<file path="src/rtl/pmu_ctr_pkg.sv">
package pmu_ctr_pkg;
  typedef enum logic [2:0] {
    WK_CNT_LO  = 3'd0,
    WK_CNT_HI  = 3'd1,
    WK_CNT_ALL = 3'd2,
    WK_EVT_LO  = 3'd3,
    WK_EVT_HI  = 3'd4,
    WK_EVT_ALL = 3'd5
  } wr_kind_e;

  // privilege encodings
  localparam logic [1:0] PRV_U = 2'd0;
  localparam logic [1:0] PRV_S = 2'd1;
  localparam logic [1:0] PRV_M = 2'd3;

  // number of mode-inhibit bits, packed {M, S, U, VS, VU} below the flag
  localparam int N_INH = 5;
endpackage

</file>
<file path="src/rtl/pmu_rst_sync.sv">
module pmu_rst_sync (
  input  logic clk,
  input  logic rst_n,
  output logic rst_n_sync
);
  logic meta_q;
  logic sync_q;

  always_ff @(posedge clk or negedge rst_n) begin
    if (!rst_n) begin
      meta_q <= 1'b0;
      sync_q <= 1'b0;
    end else begin
      meta_q <= 1'b1;
      sync_q <= meta_q;
    end
  end

  assign rst_n_sync = sync_q;
endmodule

</file>
<file path="src/rtl/pmu_mode_filter.sv">
module pmu_mode_filter
  import pmu_ctr_pkg::*;
(
  input  logic [N_INH-1:0] inh_bits,   // {M, S, U, VS, VU}
  input  logic [1:0]       priv,
  input  logic             virt_on,
  output logic             blocked
);
  logic in_m, in_s, in_u;

  always_comb begin
    in_m = (priv == PRV_M);
    in_s = (priv == PRV_S);
    in_u = (priv == PRV_U);
    blocked = (in_m && inh_bits[4])
            | (in_s && !virt_on && inh_bits[3])
            | (in_u && !virt_on && inh_bits[2])
            | (in_s &&  virt_on && inh_bits[1])
            | (in_u &&  virt_on && inh_bits[0]);
  end
endmodule

</file>
<file path="src/rtl/pmu_ctr_slot.sv">
module pmu_ctr_slot
  import pmu_ctr_pkg::*;
#(
  parameter int CNT_W = 64
) (
  input  logic             clk,
  input  logic             rst_n,
  input  logic             evt_i,
  input  logic             glb_inh_i,
  input  logic [1:0]       priv_i,
  input  logic             virt_i,
  input  logic             cnt_we_lo,
  input  logic             cnt_we_hi,
  input  logic             evt_we_lo,
  input  logic             evt_we_hi,
  input  logic [CNT_W/2-1:0] wd_lo,
  input  logic [CNT_W/2-1:0] wd_hi,
  output logic [CNT_W-1:0] cnt_o,
  output logic [CNT_W-1:0] evt_o,
  output logic             ovf_req_o
);
  localparam int HALF   = CNT_W / 2;
  localparam int OF_POS = CNT_W - 1;

  logic [CNT_W-1:0] cnt_q, cnt_d;
  logic [CNT_W-1:0] evt_q, evt_d;
  logic [HALF-1:0]  lo_q, hi_q;
  logic             mode_blk;
  logic             cnt_wr, inc, cnt_en, evt_en, ovf_req;

  assign lo_q = cnt_q[HALF-1:0];
  assign hi_q = cnt_q[CNT_W-1:HALF];

  pmu_mode_filter u_filter (
    .inh_bits (evt_q[OF_POS-1 -: N_INH]),
    .priv     (priv_i),
    .virt_on  (virt_i),
    .blocked  (mode_blk)
  );

  always_comb begin
    cnt_wr  = cnt_we_lo | cnt_we_hi;
    inc     = evt_i & ~glb_inh_i & ~mode_blk;
    cnt_d   = cnt_q;
    evt_d   = evt_q;
    ovf_req = 1'b0;
    if (cnt_wr) begin
      if (cnt_we_lo) cnt_d[HALF-1:0]     = wd_lo;
      if (cnt_we_hi) cnt_d[CNT_W-1:HALF] = wd_hi;
    end else if (inc) begin
      cnt_d[HALF-1:0]     = lo_q + 1'b1;
      cnt_d[CNT_W-1:HALF] = (&lo_q) ? hi_q + 1'b1 : hi_q;
      ovf_req             = (&lo_q) & (&hi_q) & ~evt_q[OF_POS];
    end
    if (ovf_req) evt_d[OF_POS] = 1'b1;
    if (evt_we_lo) evt_d[HALF-1:0]     = wd_lo;
    if (evt_we_hi) evt_d[CNT_W-1:HALF] = wd_hi;
    cnt_en = cnt_wr | inc;
    evt_en = evt_we_lo | evt_we_hi | ovf_req;
  end

  always_ff @(posedge clk or negedge rst_n) begin
    if (!rst_n) begin
      cnt_q <= '0;
      evt_q <= '0;
    end else begin
      if (cnt_en) cnt_q <= cnt_d;
      if (evt_en) evt_q <= evt_d;
    end
  end

  assign cnt_o     = cnt_q;
  assign evt_o     = evt_q;
  assign ovf_req_o = ovf_req;


  wrap_zero_chk: assert property (@(posedge clk) disable iff (!rst_n)
    (evt_i && !glb_inh_i && !mode_blk && !cnt_wr && (cnt_o == '1)) |=> (cnt_o == '0));


  of_set_chk: assert property (@(posedge clk) disable iff (!rst_n)
    (evt_i && !glb_inh_i && !mode_blk && !cnt_wr && (cnt_o == '1) && !evt_we_hi)
    |=> evt_o[OF_POS]);


  glb_hold_chk: assert property (@(posedge clk) disable iff (!rst_n)
    (glb_inh_i && !cnt_wr) |=> $stable(cnt_o));


  of_sticky_chk: assert property (@(posedge clk) disable iff (!rst_n)
    (evt_o[OF_POS] && !evt_we_hi) |=> evt_o[OF_POS]);


  wr_prio_chk: assert property (@(posedge clk) disable iff (!rst_n)
    (cnt_we_lo && cnt_we_hi) |=> (cnt_o == $past({wd_hi, wd_lo})));
endmodule

</file>
<file path="src/rtl/pmu_ctr_bank.sv">
module pmu_ctr_bank
  import pmu_ctr_pkg::*;
#(
  parameter int NUM_CTRS = 4,
  parameter int MAX_CTRS = 32,
  parameter int CNT_W    = 64,
  parameter int IDX_W    = $clog2(MAX_CTRS)
) (
  input  logic                clk,
  input  logic                rst_n,
  input  logic [MAX_CTRS-1:0] evt_pulse,
  input  logic [MAX_CTRS-1:0] cnt_inhibit,
  input  logic [1:0]          priv,
  input  logic                virt_on,
  input  logic                wr_en,
  input  logic [2:0]          wr_kind,
  input  logic [IDX_W-1:0]    wr_idx,
  input  logic [CNT_W-1:0]    wr_data,
  input  logic                irq_clr,
  input  logic [IDX_W-1:0]    rd_idx,
  output logic [CNT_W-1:0]    rd_cnt,
  output logic [CNT_W-1:0]    rd_evt,
  output logic                lcof_irq
);
  localparam int HALF      = CNT_W / 2;
  localparam int FIRST_IDX = 3;
  localparam logic [MAX_CTRS-1:0] ONE_HOT0 = {{(MAX_CTRS-1){1'b0}}, 1'b1};
  localparam logic [MAX_CTRS-1:0] AVAIL =
    ((ONE_HOT0 << NUM_CTRS) - ONE_HOT0) << FIRST_IDX;

  if (NUM_CTRS < 1 || NUM_CTRS > MAX_CTRS - FIRST_IDX) begin : g_bad_cfg
    $error("pmu_ctr_bank: NUM_CTRS out of range");
  end

  logic rst_n_s;
  pmu_rst_sync u_rst_sync (.clk(clk), .rst_n(rst_n), .rst_n_sync(rst_n_s));

  wr_kind_e wk;
  assign wk = wr_kind_e'(wr_kind);

  logic [HALF-1:0] wd_lo, wd_hi;
  logic k_cnt_lo, k_cnt_hi, k_evt_lo, k_evt_hi;

  always_comb begin
    k_cnt_lo = (wk == WK_CNT_LO) || (wk == WK_CNT_ALL);
    k_cnt_hi = (wk == WK_CNT_HI) || (wk == WK_CNT_ALL);
    k_evt_lo = (wk == WK_EVT_LO) || (wk == WK_EVT_ALL);
    k_evt_hi = (wk == WK_EVT_HI) || (wk == WK_EVT_ALL);
    wd_lo    = wr_data[HALF-1:0];
    wd_hi    = ((wk == WK_CNT_ALL) || (wk == WK_EVT_ALL)) ?
               wr_data[CNT_W-1:HALF] : wr_data[HALF-1:0];
  end

  logic [CNT_W-1:0]    cnt_v [NUM_CTRS];
  logic [CNT_W-1:0]    evt_v [NUM_CTRS];
  logic [NUM_CTRS-1:0] ovf_v;

  for (genvar i = 0; i < NUM_CTRS; i++) begin : g_slot
    localparam logic [MAX_CTRS-1:0] SEL = ONE_HOT0 << (FIRST_IDX + i);
    logic s_evt, s_inh, s_wr;
    assign s_evt = |(evt_pulse & AVAIL & SEL);
    assign s_inh = |(cnt_inhibit & SEL);
    assign s_wr  = wr_en && (wr_idx == IDX_W'(FIRST_IDX + i));

    pmu_ctr_slot #(.CNT_W(CNT_W)) u_slot (
      .clk       (clk),
      .rst_n     (rst_n_s),
      .evt_i     (s_evt),
      .glb_inh_i (s_inh),
      .priv_i    (priv),
      .virt_i    (virt_on),
      .cnt_we_lo (s_wr && k_cnt_lo),
      .cnt_we_hi (s_wr && k_cnt_hi),
      .evt_we_lo (s_wr && k_evt_lo),
      .evt_we_hi (s_wr && k_evt_hi),
      .wd_lo     (wd_lo),
      .wd_hi     (wd_hi),
      .cnt_o     (cnt_v[i]),
      .evt_o     (evt_v[i]),
      .ovf_req_o (ovf_v[i])
    );
  end

  always_comb begin
    rd_cnt = '0;
    rd_evt = '0;
    for (int i = 0; i < NUM_CTRS; i++) begin
      if (AVAIL[rd_idx] && (rd_idx == IDX_W'(FIRST_IDX + i))) begin
        rd_cnt = cnt_v[i];
        rd_evt = evt_v[i];
      end
    end
  end

  logic irq_q, irq_d;
  always_comb begin
    irq_d = irq_q;
    if (irq_clr) irq_d = 1'b0;
    if (|ovf_v)  irq_d = 1'b1;
  end

  always_ff @(posedge clk or negedge rst_n_s) begin
    if (!rst_n_s) irq_q <= 1'b0;
    else          irq_q <= irq_d;
  end

  assign lcof_irq = irq_q;


  irq_hold_chk: assert property (@(posedge clk) disable iff (!rst_n_s)
    (lcof_irq && !irq_clr) |=> lcof_irq);


  irq_raise_chk: assert property (@(posedge clk) disable iff (!rst_n_s)
    (|ovf_v) |=> lcof_irq);


  irq_quiet_chk: assert property (@(posedge clk) disable iff (!rst_n_s)
    (!lcof_irq && (ovf_v == '0)) |=> !lcof_irq);
endmodule

</file>
<file path="config.mk">
export PLATFORM = sky130hd
export DESIGN_NAME = pmu_ctr_bank
export DESIGN_NICKNAME = d
export VERILOG_FILES = /design/src/rtl/pmu_ctr_pkg.sv /design/src/rtl/pmu_rst_sync.sv /design/src/rtl/pmu_mode_filter.sv /design/src/rtl/pmu_ctr_slot.sv /design/src/rtl/pmu_ctr_bank.sv
export SDC_FILE = /design/constraint.sdc
export NUM_CORES = 1
export LEC_CHECK = 0
export CAP_MARGIN = 30
export CORE_MARGIN = 2
export CORE_UTILIZATION = 45
export CTS_CLUSTER_SIZE = 10
export DETAILED_ROUTE_END_ITERATION = 6
export DONT_BUFFER_PORTS = 1
export PLACE_DENSITY_LB_ADDON = 0.05
export SLEW_MARGIN = 20
export SYNTH_ARGS = -nofsm -noshare
export SYNTH_HDL_FRONTEND = slang
export SYNTH_HIERARCHICAL = 1
export SYNTH_SLANG_ARGS = --single-unit
</file>
<file path="constraint.sdc">
create_clock -name clk -period 20.2 [get_ports clk]
set_input_delay 4.04 -clock clk [delete_from_list [all_inputs] [get_ports clk]]
set_output_delay 4.04 -clock clk [all_outputs]
set_load 0.005 [all_outputs]
</file>
==> out/results.ini <==
[clock_network]
cts_tree=yes
post_cts_buffers=0
cts_made_buffers=66
path_clk_slew_ns=0.05
cts_hold_buffers=0
cts_resized=0
clockBufferDepth=3
clock-sinks=515
clk-insertion-delay-late_ns=0.61
cts_max_level=3
clockRootBuffer=clkbuf_16

[setup_path]
cpPeakStageDelay_ns=0.67
worst_path_most_repeated_cell=buf_4
r2r-end=lcof_irq
critPathSlowestCell=or3b_4
path_max_fanout=133
crit_type=in -> out
setup.worst_path.end_class=output port
critPathLaunch=rd_idx[2]
cp.required_ns=16.16
path_cells=or3b_4 -> buf_4 -> buf_4 -> nor3_1 -> a211oi_1
worst_setup_path_start_kind=input port
endpoint=rd_cnt[50]
r2r_cells=9
reg2reg_slack_ns=16.56
reg2reg_from=g_slot[1].u_slot/evt_o[60]
cp.arrival_ns=6.96

[pwr]
internal_power_mw=1.92
seq_power_share=0.458
power.switching_mw=0.786
pwr-share-clk=0.425
ir_drop_mv=0.0594
pwr-share-comb=0.117
p_per_area_nw_per_um2=77.1
p_leak_nw=14.9
power.total_mw=2.70
swShare=0.291

[sta]
layout_min_cycle_time_ns=11.00
max-slew-margin-rel=0.304
fmax_ghz=0.0909
fin_crit_sh=0.545
slew_viol_final=0
fin_skew_ns=0.0186
rsz0062_at_grt=no
setup_tns_ns=0
hold_viol=0
tightest_slew_ns=1.04
setup_viol=0

[synth]
synthSimpleGateAreaFrac=0.239
ys_seq_area_frac=0.399
synth_adder_area_share=0.00310
syn-instance-count=3443
synth_ff_type=dfrtp_1
yosys_warnings=6
synth_compound_area_frac=0.180
syn_nets=3599
synth-xor-area-share=0.0203
ys_async_sr_fraction=1.00
synth-edff-count=0
syn_area_um2=32300
synth.area.mux_share=0.103
ys_ff_latch=515
synth_top_family_by_area=simple AND/OR/NAND/NOR gates
post_synth_num_cell_types=91
syn_avg_cell_area_um2=9.39

[global_routing]
grt-ovfl-total=0
grt_pass1_wl_mm=199
grt_pass1_vias=28100
track_usage=0.360
antenna_found_initial=16
grt_max_degree=138

[run]
drv_cap=0

[final_layout]
area.sequential_um2=12900
final_common_cell=dfrtp_1
area_growth_pct=8.34
fill_cells=6714
final_cell_mix=dfrtp_1, mux2_2, nand2_1
fin_nets=3407
final_layout_size_suffix_gt1_frac=0.166
multiInputGateArea_um2=17800
final_cells=4249

[detailed_routing]
vias=29700
wl_met1_mm=54.7
route.detailed.drc=1
drt-vias-per-instance=6.99
drt.antenna.violating_nets=0
avgRoutedWirePerCell_um=32.0
first_pass_iters=7
wl_met2_mm=61.5
dr_wl_met3_mm=11.6
highest_layer=met5
drtIter0Drc=3422
wl_mm=136

[run_status]
violations=design-rule violations
status=finished, violations left

[die]
die_height_um=272
boundaryPins=277
die-area_um2=74000
start_util=0.453
fp.coreArea_um2=71400
die_w_um=272
placementRows=98

[placement]
place_hpwl_mm=89.3
dp.cells=4127
portBuffers=0
place_congestion=0.942

[worst_hold_path]
hp-class=reg -> async

layout make-up:
type / count / area share
clock buffer: 97 / 0.0557
timing repair buffer: 61 / 0.0198
antenna: 11 / 0.000786
inverter: 92 / 0.00986
sequential: 515 / 0.368
clock inverter: 8 / 0.00254
multi-input combinational: 2515 / 0.509
tap: 950 / 0.0339
worst max-delay path, delay by kind of cell:
kind	cells	cell delay, ns
AOI/OAI and AO/OA	1	0.62
and+or+nand+nor	2	0.91
buffers and inverters	2	1.29
stage by stage:
step | hold WS, ns | instance area, um2 | util | setup WS [ns]
6_report | 0.320 | 35000 | 0.491 | 9.20
5_1_grt | 0.363 | 35000 | 0.490 | 9.10
4_1_cts | 0.348 | 34900 | 0.489 | 9.26
3_5_place_dp | 0.340 | 32800 | 0.460 | 9.26
3_3_place_gp | 0.339 | 32600 | 0.457 | 9.31
2_1_floorplan | 0.331 | 32300 | - | 4.78
power by group through the flow:
stage | clock network, mW | logic, mW | registers, mW
after floorplan | 0 | 0.211 | 1.23
after global placement | 0 | 0.301 | 1.25
after detailed placement | 0 | 0.311 | 1.25
after CTS | 1.17 | 0.311 | 1.24
after global routing | 1.21 | 0.339 | 1.25
final | 1.15 | 0.316 | 1.24
state kept, by name, summed over array words and instances (netlist names):
signal	cells
g_slot.u_slot/evt_o	256
lcof_irq	1
u_rst_sync/rst_n_sync	1
g_slot.u_slot/cnt_o	256
u_rst_sync/meta_q	1
worst min-delay path by stage:
| stage | start | to | slack [ns] | cells after the start |
|---|---|---|---|---|
| floorplan | u_rst_sync/meta_q | u_rst_sync/rst_n_sync | 0.33 | 0 |
| global placement | u_rst_sync/rst_n_sync | g_slot[1].u_slot/cnt_o[51] | 0.34 | 0 |
| detailed placement | u_rst_sync/rst_n_sync | g_slot[1].u_slot/cnt_o[51] | 0.34 | 0 |
| CTS | u_rst_sync/rst_n_sync | g_slot[1].u_slot/cnt_o[46] | 0.35 | 0 |
| global route | u_rst_sync/rst_n_sync | g_slot[1].u_slot/cnt_o[51] | 0.36 | 0 |
| finish | u_rst_sync/rst_n_sync | g_slot[1].u_slot/cnt_o[51] | 0.32 | 0 |
logic make-up after synthesis:
logic type	after synthesis
AOI/OAI and AO/OA	825
xor gates and xnor gates	75
adders and majority gates	8
buffers and inverters	413
DFF	515
muxes	298
other	1
and+or+nand+nor	1308
metal layers:
layer  track usage  vias to the layer above
li1              -                    12800
met1         0.471                    15100
met2         0.556                     1479
met3        0.0786                      368
met4         0.194                        8
met5             0                        -
synth_stat cells, drive strengths merged (97+ instances only):
master,number,area [um2]
a211oi,97,733
o21ai,156,781
nor2,126,483
and3,179,1120
nand2,221,830
mux2,288,3240
nor3,212,1060
nand3,177,921
clkbuf,224,846
buf,97,591
dfrtp,515,12900
a21oi,126,649
Power figures use the tool's default switching activity.
